## config.mk

```make
export PLATFORM = sky130hd
export DESIGN_NAME = mac_unit
export DESIGN_NICKNAME = d
export VERILOG_FILES = /design/src/rtl/mac_pkg.sv /design/src/rtl/mac_pp_array.sv /design/src/rtl/mac_acc_add.sv /design/src/rtl/mac_unit.sv
export SDC_FILE = /design/constraint.sdc
export NUM_CORES = 1
export LEC_CHECK = 0
export BUFFER_PORTS_ARGS = -buffer_cell sky130_fd_sc_hd__buf_2
export CAP_MARGIN = 10
export CORE_ASPECT_RATIO = 0.6
export CORE_MARGIN = 2
export CORE_UTILIZATION = 60
export CTS_BUF_LIST = sky130_fd_sc_hd__clkbuf_16
export DETAILED_ROUTE_END_ITERATION = 6
export GPL_ROUTABILITY_DRIVEN = 0
export GPL_TIMING_DRIVEN = 0
export PLACE_DENSITY_LB_ADDON = 0.05
export SETUP_SLACK_MARGIN = 0.1
export SLEW_MARGIN = 20
export SYNTH_ARGS = -nofsm -noshare
export SYNTH_HDL_FRONTEND = slang
export SYNTH_SLANG_ARGS = --single-unit
```

## constraint.sdc

```tcl
create_clock -name clk -period 7.3 [get_ports clk]
set_input_delay 0 -clock clk [delete_from_list [all_inputs] [get_ports clk]]
set_output_delay 0 -clock clk [all_outputs]
set_load 0.01 [all_outputs]
```

## src/rtl/mac_pkg.sv

```systemverilog
package mac_pkg;
    parameter int MAC_DEFAULT_W = 8;

    typedef enum logic {
        PH_IDLE = 1'b0,
        PH_EXEC = 1'b1
    } mac_phase_e;
endpackage

```

## src/rtl/mac_pp_array.sv

```systemverilog
module mac_pp_array #(
    parameter int W = mac_pkg::MAC_DEFAULT_W
) (
    input  logic [W-1:0]   a_i,
    input  logic [W-1:0]   b_i,
    output logic [2*W-1:0] prod_o
);
    localparam int PW = 2 * W;

    logic [PW-1:0] partial [W+1];

    assign partial[0] = '0;

    genvar gi;
    generate
        for (gi = 0; gi < W; gi++) begin : g_row
            logic [PW-1:0] row;
            assign row = b_i[gi] ? ({{W{1'b0}}, a_i} << gi) : '0;
            assign partial[gi+1] = partial[gi] + row;
        end
    endgenerate

    assign prod_o = partial[W];
endmodule

```

## src/rtl/mac_acc_add.sv

```systemverilog
module mac_acc_add #(
    parameter int W = mac_pkg::MAC_DEFAULT_W
) (
    input  logic [2*W-1:0] prod_i,
    input  logic [W-1:0]   carry_i,
    input  logic [W-1:0]   dst_i,
    output logic [W-1:0]   lo_o,
    output logic [W-1:0]   hi_o
);
    localparam int PW = 2 * W;

    logic [PW-1:0] total;

    assign total = prod_i + {{W{1'b0}}, carry_i} + {{W{1'b0}}, dst_i};
    assign lo_o  = total[W-1:0];
    assign hi_o  = total[PW-1:W];
endmodule

```

## src/rtl/mac_unit.sv

```systemverilog
module mac_unit #(
    parameter int W = mac_pkg::MAC_DEFAULT_W
) (
    input  logic         clk,
    input  logic         rst_n,
    input  logic         issue_i,
    input  logic [W-1:0] rs_i,
    input  logic [W-1:0] rd_i,
    output logic         busy_o,
    output logic         wb_valid_o,
    output logic [W-1:0] wb_data_o,
    input  logic         rc_load_i,
    input  logic [W-1:0] rc_data_i,
    input  logic         carry_clr_i
);
    import mac_pkg::*;

    localparam int PW = 2 * W;

    typedef struct packed {
        mac_phase_e   phase;
        logic [W-1:0] op_rs;
        logic [W-1:0] op_rd;
        logic [W-1:0] op_rc;
        logic [W-1:0] rc;
        logic [W-1:0] exc;
        logic         wb_valid;
        logic [W-1:0] wb_data;
    } mac_state_t;

    mac_state_t state_d, state_q;

    logic [PW-1:0] prod;
    logic [W-1:0]  sum_lo, sum_hi;

    mac_pp_array #(.W(W)) u_pp (
        .a_i    (state_q.op_rs),
        .b_i    (state_q.op_rc),
        .prod_o (prod)
    );

    mac_acc_add #(.W(W)) u_add (
        .prod_i  (prod),
        .carry_i (state_q.exc),
        .dst_i   (state_q.op_rd),
        .lo_o    (sum_lo),
        .hi_o    (sum_hi)
    );

    always_comb begin
        state_d          = state_q;
        state_d.wb_valid = 1'b0;
        if (rc_load_i) begin
            state_d.rc = rc_data_i;
        end
        if (carry_clr_i) begin
            state_d.exc = '0;
        end
        case (state_q.phase)
            PH_IDLE: begin
                if (issue_i) begin
                    state_d.op_rs = rs_i;
                    state_d.op_rd = rd_i;
                    state_d.op_rc = state_q.rc;
                    state_d.phase = PH_EXEC;
                end
            end
            PH_EXEC: begin
                state_d.wb_data  = sum_lo;
                state_d.exc      = sum_hi;
                state_d.wb_valid = 1'b1;
                state_d.phase    = PH_IDLE;
            end
            default: state_d.phase = PH_IDLE;
        endcase
    end

    always_ff @(posedge clk or negedge rst_n) begin
        if (!rst_n) begin
            state_q <= '0;
        end else begin
            state_q <= state_d;
        end
    end

    assign busy_o     = (state_q.phase == PH_EXEC);
    assign wb_valid_o = state_q.wb_valid;
    assign wb_data_o  = state_q.wb_data;
endmodule

```

# [After elaboration in Yosys (flattened, before gate mapping)]
# Cells that the tools add are included.
[totals] mem_bits_ro=0 latchBits=0 reg_bits=50 ram_bits=0 output_inout_bits=10 in_bits=29 mem_count=0
[classes] order_cmp=0 div_mod_pow=0 n_addsub=9 n_bitwise=1 n_mul=0 n_eq_ne=0 muxes=12 reduce_logical=2 n_shift=0
[op_table] cell="adder 16 bit" count=5
[op_table] cell="adder 16 x 8 -> 16 bit" count=2
[op_table] cell="2-to-1 mux 25 bit" count=1
[op_table] cell="2-to-1 mux 17 bit" count=1
[op_table] cell="adder 16 x 14 -> 16 bit" count=1
[op_table] cell="adder 16 x 15 -> 16 bit" count=1
[op_table] cell="2-to-1 mux 8 bit" count=2
[op_table] cell="2-to-1 mux 15 bit" count=1
[op_table] cell="2-to-1 mux 14 bit" count=1
[op_table] cell="2-to-1 mux 13 bit" count=1
[op_table] cell="2-to-1 mux 12 bit" count=1
[op_table] cell="2-to-1 mux 11 bit" count=1
[op_table] cell="2-to-1 mux 10 bit" count=1
[op_table] cell="2-to-1 mux 9 bit" count=1
[op_table] cell="case mux 1 bit (2 select lines)" count=1
[op_table] cell="AND reduction 2 bit" count=1
[op_table] cell="nonzero test 2 bit" count=1
[op_table] cell="inverter 1 bit" count=1

# [Logic depth before layout (Yosys ltp)]
# Gate-level depths: netlist of the first run.
[logic_depth] ltp_word=11 depth_mapped=18

# [By module]
# Synthesis of the first run repeated with hierarchy kept, for this count alone.
[hier_totals] cells_unflattened=423 hier_area_um2=4610.7
[by_module_without_submodules] module="mac_pp_array" n_inst=1 area_each_um2=1995.7 cells_per_inst=235
[by_module_without_submodules] module="mac_unit" n_inst=1 area_each_um2=1988.2 cells_per_inst=114
[by_module_without_submodules] module="mac_acc_add" n_inst=1 area_each_um2=626.9 cells_per_inst=74

# [Least setup slack after synthesis of the first run]
# OpenSTA, ideal clock, no wires.
[synth_path] path_kind="reg-to-reg" startpoint="register state_q[29] in the netlist's numbering" endpoint="register state_q[14] in the netlist's numbering" arrival_time_ns=4.449 slack_ns=2.727 path_stages_with_launch=19 path_cell_list="dfrtp_1 -> clkbuf_1 -> nand2_1 -> fa_1 -> inv_1 -> fa_1 -> fa_1 -> inv_1 -> fa_1 -> inv_1 -> ha_1 -> ha_1 -> inv_1 -> fa_1 -> nand2b_1 -> a21oi_2 -> o211ai_1 -> mux2i_1 -> a211o_1"
[synth_via] elab_chain_cells=8
[synth_rtl] element="start, declared" line="mac_unit.sv:31" rtl="mac_state_t state_d, state_q;"
[synth_rtl] element="start signal, assigned" line="mac_unit.sv:82" rtl="state_q <= state_d;"
[synth_rtl] element="2-to-1 mux 12 bit" line="mac_pp_array.sv:18" rtl="assign row = b_i[gi] ? ({{W{1'b0}}, a_i} << gi) : '0;"
[synth_rtl] element="adder 16 bit (2 in a row)" line="mac_pp_array.sv:19" rtl="assign partial[gi+1] = partial[gi] + row;"
[synth_rtl] element="adder 16 x 14 -> 16 bit" line="mac_pp_array.sv:19"
[synth_rtl] element="adder 16 x 15 -> 16 bit" line="mac_pp_array.sv:19"
[synth_rtl] element="adder 16 x 8 -> 16 bit (2 in a row)" line="mac_acc_add.sv:14" rtl="assign total = prod_i + {{W{1'b0}}, carry_i} + {{W{1'b0}}, dst_i};"
[synth_rtl] element="2-to-1 mux 17 bit" line="mac_unit.sv:59" rtl="case (state_q.phase)"
# No other way between the ends.
# A chain may end at the register's enable or synchronous reset.

# [Worst setup path in the final report of the first run]
[layout_path] startpoint="register state_q[28] in the netlist's numbering" endpoint="register state_q[14] in the netlist's numbering"
[layout_via] elab_chain_cells=9
[layout_rtl] element="2-to-1 mux 11 bit" line="mac_pp_array.sv:18"
[layout_rtl] element="adder 16 bit (3 in a row)" line="mac_pp_array.sv:19"
[layout_rtl] element="adder 16 x 14 -> 16 bit" line="mac_pp_array.sv:19"
[layout_rtl] element="adder 16 x 15 -> 16 bit" line="mac_pp_array.sv:19"
[layout_rtl] element="adder 16 x 8 -> 16 bit (2 in a row)" line="mac_acc_add.sv:14"
[layout_rtl] element="2-to-1 mux 17 bit" line="mac_unit.sv:59"
# No other way between the ends.

==> results of run 1 <==
-- worst max-delay path by stage --
stage,from,end,slack [ns]
after floorplan,state_q[29],state_q[14],2.73
after global placement,state_q[29],state_q[14],2.29
after detailed placement,state_q[29],state_q[14],2.21
after CTS,state_q[29],state_q[14],2.17
after global routing,state_q[28],state_q[14],1.89
final,state_q[28],state_q[14],2.17
-- cell usage in the layout (no fill, tap or decap), drive strengths merged, types with 3 or more instances in the layout --
cell / instances
fa: 53
a21oi: 6
dfrtp: 50
nand2: 58
and2: 22
o211ai: 3
nor2: 4
xnor2: 5
a21o: 5
inv: 78
nor3: 4
nand2b: 3
mux2: 30
o21ai: 14
buf: 50
dlygate4sd3: 26
nand3: 4
clkbuf: 19
ha: 38
-- cell families after synthesis --
| logic type | count (synthesis) |
|---|---|
| multiplexers | 31 |
| XOR/XNOR | 6 |
| flip-flops | 50 |
| AND/OR/NAND/NOR | 101 |
| AO/OA/AOI/OAI | 39 |
| adder cells (fa/ha/maj) | 91 |
| buffers and inverters | 103 |
-- layer usage --
| layer | GRT usage [%] | vias up | wire (um) |
|---|---|---|---|
| met5 | 0 | - | 0 |
| met4 | 5.69 | 0 | 110 |
| met3 | 7.12 | 13 | 724 |
| met2 | 37.5 | 110 | 3920 |
| met1 | 40.0 | 1538 | 4470 |
| li1 | - | 1446 | - |
-- per-stage QoR --
step | area, um2 | worst slack, ns | hold WS [ns]
3_5_place_dp | 4640 | 2.21 | 0.0717
3_3_place_gp | 4640 | 2.29 | 0.206
5_1_grt | 5050 | 1.89 | 0.281
2_1_floorplan | 4350 | 2.73 | -0.296
6_report | 5050 | 2.17 | 0.260
4_1_cts | 5050 | 2.17 | 0.254
-- registers in the layout, indices dropped and copies added, names as in the netlist --
register	count
wb_valid_o	1
wb_data_o	8
busy_o	1
state_q	40
-- cell type report --
cell class	instances	area, um2	share of cell area (%)
repair buffers	63	448	8.86
multi-input cells	268	2670	52.7
clock inverters	3	26.3	0.520
plain buffers	27	145	2.87
flip-flops and latches	50	1250	24.8
clock buffers	5	125	2.48
inverters	76	285	5.64
well taps	87	109	2.15
-- repair_timing --
item | 4_1_cts | 5_1_grt
hold endpoints to repair | 75 | 0
setup endpoints to repair | 0 | 0
hold buffers | 26 | 0
-- worst max-delay path: cells and delay by family, from the launching register on --
family          cells  cell delay [ns]
simple gates        2             0.34
compound gates      3             0.64
fa+ha+maj           7             2.90
mux                 1             0.15
flops               1             0.33
buf+inv             5             0.65
==> results.json, run 1 <==
{
  "timing.critical_path.mode_cell": "sky130_fd_sc_hd__fa_1",
  "clockRootBuffer": "sky130_fd_sc_hd__clkbuf_16",
  "number_of_synthesized_register_bits": 50,
  "holdCritStartpoint": "rc_load_i",
  "io_pins": 39,
  "critical-path-slowest-cell": "sky130_fd_sc_hd__fa_1",
  "rsz0062_at_grt": "no",
  "finalNonFillerCells": 579,
  "area.growth.synth_to_final_pct": 16.3,
  "floorplan.die.width_um": 114,
  "dieArea_mm2": 0.00796,
  "vias": 3107,
  "synthSimpleGateAreaFrac_pct": 10.8,
  "insertion_delay_ns": 0.30,
  "synth.top_cells.by_area": "sky130_fd_sc_hd__dfrtp_1 (29%), sky130_fd_sc_hd__fa_1 (24%), sky130_fd_sc_hd__ha_1 (11%), sky130_fd_sc_hd__mux2_2 (7.8%), sky130_fd_sc_hd__inv_1 (6.6%)",
  "finClkSkew_ns": 0.00446,
  "synthTopCellsByCount": "sky130_fd_sc_hd__inv_1 (76), sky130_fd_sc_hd__nand2_1 (58), sky130_fd_sc_hd__fa_1 (53)",
  "synth_xor_area_share_pct": 1.21,
  "timing_hold_violations_final": 0,
  "setup.worst_path.class": "flop to flop",
  "cts.repair.resized": 0,
  "finalSetupViolations": 0,
  "drt_iter0_markers": 128,
  "detail_route.drc_violations": 0,
  "die_h_um": 69.9,
  "first_global_vias": 3162,
  "route.antenna.remaining_nets": 0,
  "min_period_ns": 5.13,
  "place.detailed.hpwl_mm": 7.08,
  "placed_instances": 545,
  "layout.nets": 611,
  "maximum_clock_insertion_buffer_count": 2,
  "reg_to_reg_end": "state_q[14]",
  "timing.critical_path.to_type": "flop",
  "routed_wire_length_per_instance_um": 15.9,
  "worst_slew_margin_rel_pct": 57.5,
  "post-cts-setup-buffer-count": 0,
  "core_region_area_mm2": 0.00685,
  "critical_path.cell_chain": "clkbuf_1 > nand2_1 > fa_1 > inv_1 > fa_1 > fa_1 > inv_1 > fa_1 > inv_1 > ha_1 > ha_1 > inv_1 > fa_1 > nand2b_1 > a21oi_2 > o211ai_1 > mux2i_1 > a211o_1",
  "start_util_pct": 63.5,
  "worst_path_largest_cell_delay_ns": 0.57,
  "arrival_time_of_the_worst_setup_path_ns": 5.31,
  "drv_cap": 0,
  "worst_slew_pin_slew_ns": 0.638,
  "tritoncts": "built",
  "yosys.area_share.adder_pct": 35.3,
  "grt_first_pass_wirelength_mm": 15.9,
  "utilization_pct": 73.8,
  "synth_area_leader_cell": "sky130_fd_sc_hd__dfrtp_1",
  "clkSlewWorstSetupHoldPaths_ns": 0.07,
  "synth_compound_gate_area_share_pct": 5.93,
  "tns_ns": 0,
  "min_path_type": "input pin to flop",
  "finalWirelength_mm": 9.22,
  "grt_antenna_before_repair": 0,
  "outcome": "completed",
  "antennaDiodeCount": 0,
  "total_number_of_h_tree_levels": 2,
  "fmax_mhz": 195,
  "final_layout_size_suffix_gt1_share_pct": 18.7,
  "reg2reg_from": "state_q[28]",
  "most_used_standard_cell_by_instance_count_after_synthesis": "sky130_fd_sc_hd__inv_1",
  "fillCellCount": 513,
  "grt_usage_pct": 26.2,
  "r2r_cells": 18,
  "synth-async-reset-ratio_pct": 100,
  "via_per_inst": 5.37,
  "hold-path-cell-count": 2,
  "r2r_slack_ns": 2.17,
  "synth_cell_types": 40,
  "final.period_utilization_pct": 70.3,
  "synthesis.area_per_instance_um2": 10.3,
  "critical_path_required_ns": 7.48,
  "placementRows": 23,
  "grt-ovfl-total": 0,
  "mappedNetlistArea_mm2": 0.00435,
  "place.port_buffers": 37,
  "synth_enable_flop_cells": 0,
  "synth.top_cell.area_share_pct": 28.8,
  "synth_ff_type": "sky130_fd_sc_hd__dfrtp_1",
  "post_synth_mux_area_share_pct": 8.00,
  "grt_max_degree": 51,
  "synth_nets": 541,
  "main_combinational_cell_family_by_area_after_synthesis": "adder cells",
  "total_clock_buffers_created_by_cts": 5,
  "drt_pass1_iterations": 5,
  "cp-start-kind": "flop",
  "min_delay_worst_endpoint": "state_q[19]",
  "yosysSeqAreaShare_pct": 28.8,
  "clock_net_sink_count": 50,
  "finalMaxSlewViolations": 0,
  "syn-instance-count": 421,
  "yosys_warning_total": 0,
  "worst-path-max-fanout": 9
}
Power of run 1 is left out: the tool's default activity adds up to more than one toggle a clock period on the data nets, which glitch-free logic cannot reach.
==> run 2: changes to the inputs <==
- clock period: 7.3 -> 5.1 ns (I/O delays scaled with it)
==> run 2 against run 1 <==
Effect of this change:
- global-route usage shrank 0.83 points
- final cell count fell by 0.52%
- core utilization is 0.51 points higher
- clock skew about the same
- routed wire length shrank 3.3%
- maximum frequency grew 7.6%
- clock-buffer cell count is the same
- via count decreased by 2.3%
==> results.json, run 2 (synthesized netlist as in run 1, its figures left out) <==
{
  "io_pins": 39,
  "r2r_cells": 17,
  "grt_max_degree": 51,
  "regMostFlops": "state_q",
  "vias": 3037,
  "critical_path_required_ns": 5.28,
  "timing.final.ws_setup_ns": 0.331,
  "finalMaxSlewViolations": 0,
  "tns_ns": 0,
  "routed_wire_length_per_instance_um": 15.5,
  "place.detailed.hpwl_mm": 7.08,
  "rsz0062_at_grt": "no",
  "largest_register_ffs": 40,
  "grt_first_pass_wirelength_mm": 15.4,
  "met1_usage_pct": 40.6,
  "detail_route.drc_violations": 0,
  "grt-ovfl-total": 0,
  "dieArea_mm2": 0.00796,
  "final.period_utilization_pct": 93.5,
  "worst-path-max-fanout": 9,
  "drv_cap": 0,
  "start_util_pct": 63.5,
  "die_h_um": 69.9,
  "floorplan.die.width_um": 114,
  "tritoncts": "built",
  "min_path_type": "input pin to asynchronous set/reset pin",
  "worst_slew_margin_rel_pct": 57.7,
  "place.port_buffers": 37,
  "grt_usage_pct": 25.3,
  "fmax_mhz": 210,
  "grt_antenna_before_repair": 0,
  "maximum_clock_insertion_buffer_count": 2,
  "grt_util_met2_pct": 34.9,
  "antennaDiodeCount": 0,
  "insertion_delay_ns": 0.29,
  "clock_net_sink_count": 50,
  "most_utilized_layer_in_the_global_route_result": "met1",
  "finalWirelength_mm": 8.91,
  "min_period_ns": 4.77,
  "arrival_time_of_the_worst_setup_path_ns": 4.95,
  "cp-start-kind": "flop",
  "first_global_vias": 3038,
  "drt_pass1_iterations": 4,
  "final_layout_size_suffix_gt1_share_pct": 22.3,
  "commonest_cells_after_routing_fill_and_taps_aside": "sky130_fd_sc_hd__inv_1 (76), sky130_fd_sc_hd__nand2_1 (58), sky130_fd_sc_hd__fa_1 (53)",
  "outcome": "completed",
  "placed_instances": 545,
  "fillCellCount": 503,
  "area.growth.synth_to_final_pct": 17.1,
  "fin_worst_hold_slack_ns": 0.263,
  "clockRootBuffer": "sky130_fd_sc_hd__clkbuf_16",
  "route.antenna.remaining_nets": 0,
  "core_region_area_mm2": 0.00685,
  "timing.critical_path.to_type": "flop",
  "grt.met3_usage_pct": 6.25,
  "drt_iter0_markers": 156,
  "clkSlewWorstSetupHoldPaths_ns": 0.07,
  "setup.worst_path.class": "flop to flop",
  "placementRows": 23,
  "timing_hold_violations_final": 0,
  "finalNonFillerCells": 576,
  "via_per_inst": 5.27,
  "total_number_of_h_tree_levels": 2,
  "finClkSkew_ns": 0.00455,
  "total_clock_buffers_created_by_cts": 5,
  "most_frequent_standard_cell_in_the_layout_excluding_fill_and_tap_cells": "sky130_fd_sc_hd__inv_1",
  "layout.nets": 608,
  "placement.setup.worst_slack_ns": 0.00996,
  "finalSetupViolations": 0,
  "worst_slew_pin_slew_ns": 0.635
}
-- run 2: cell types whose count changed in the layout (fill, tap and decap cells not counted) --
cell,delta
sky130_fd_sc_hd__dfrtp_2,+10
sky130_fd_sc_hd__a21oi_2,-1
sky130_fd_sc_hd__clkbuf_1,-10
sky130_fd_sc_hd__dfrtp_1,-10
sky130_fd_sc_hd__a21oi_4,+1
sky130_fd_sc_hd__buf_4,+7
-- run 2: path summary, 6_finish.rpt --
| kind | start | to | slack [ns] |
|---|---|---|---|
| hold reg to reg | busy_o | wb_valid_o | 0.40 |
| max in group asynchronous | rst_n | state_q[41] | 4.37 |
| hold / removal | rst_n | wb_data_o[7] | 0.26 |
| min in group clk | rc_load_i | state_q[20] | 0.27 |
| setup reg to reg | state_q[27] | state_q[14] | 0.33 |
| setup / recovery | state_q[27] | state_q[14] | 0.33 |
-- run 2: area by class of cell --
class                      count  area, um2  share of cell area [%]
buffer                        17        108                    2.11
sequential                    50       1260                    24.8
timing repair buffer          70        500                    9.83
tap                           87        109                    2.14
clock inverter                 3       26.3                   0.516
multi-input combinational    268       2670                    52.5
inverter                      76        285                    5.60
clock buffer                   5        125                    2.46
-- run 2: routing by layer --
metal	vias to the layer above	part of all wire [%]
met2	107	41
met4	0	0.96
li1	1444	-
met1	1475	48
met3	11	9.8
met5	-	0
-- run 2: timing repair --
item	CTS	global route
hold buffers	26	0
pin swaps	0	1
resized for setup	0	11
gates cloned	0	0
setup endpoints to repair	2	5
hold endpoints to repair	75	0
setup buffers	0	7
-- run 2: through the flow --
stage | utilization, % | cell area, um2
final | 74.3 | 5090
after global placement | 67.8 | 4640
after detailed placement | 67.8 | 4640
after floorplan | - | 4350
after global routing | 74.3 | 5090
after CTS | 73.5 | 5030
-- run 2: critical path, cell delays in order (launching register included) --
cell,delay (ns)
sky130_fd_sc_hd__dfrtp_2,0.49
sky130_fd_sc_hd__nand2_1,0.11
sky130_fd_sc_hd__fa_1,0.48
sky130_fd_sc_hd__inv_1,0.06
sky130_fd_sc_hd__fa_1,0.47
sky130_fd_sc_hd__fa_1,0.57
sky130_fd_sc_hd__inv_1,0.07
sky130_fd_sc_hd__fa_1,0.54
sky130_fd_sc_hd__inv_1,0.05
sky130_fd_sc_hd__ha_1,0.27
sky130_fd_sc_hd__ha_1,0.16
sky130_fd_sc_hd__inv_1,0.05
sky130_fd_sc_hd__fa_1,0.39
sky130_fd_sc_hd__nand2b_1,0.21
sky130_fd_sc_hd__a21oi_4,0.18
sky130_fd_sc_hd__o211ai_1,0.14
sky130_fd_sc_hd__mux2i_1,0.15
sky130_fd_sc_hd__a211o_1,0.27
Power of run 2 is left out for the same reason.
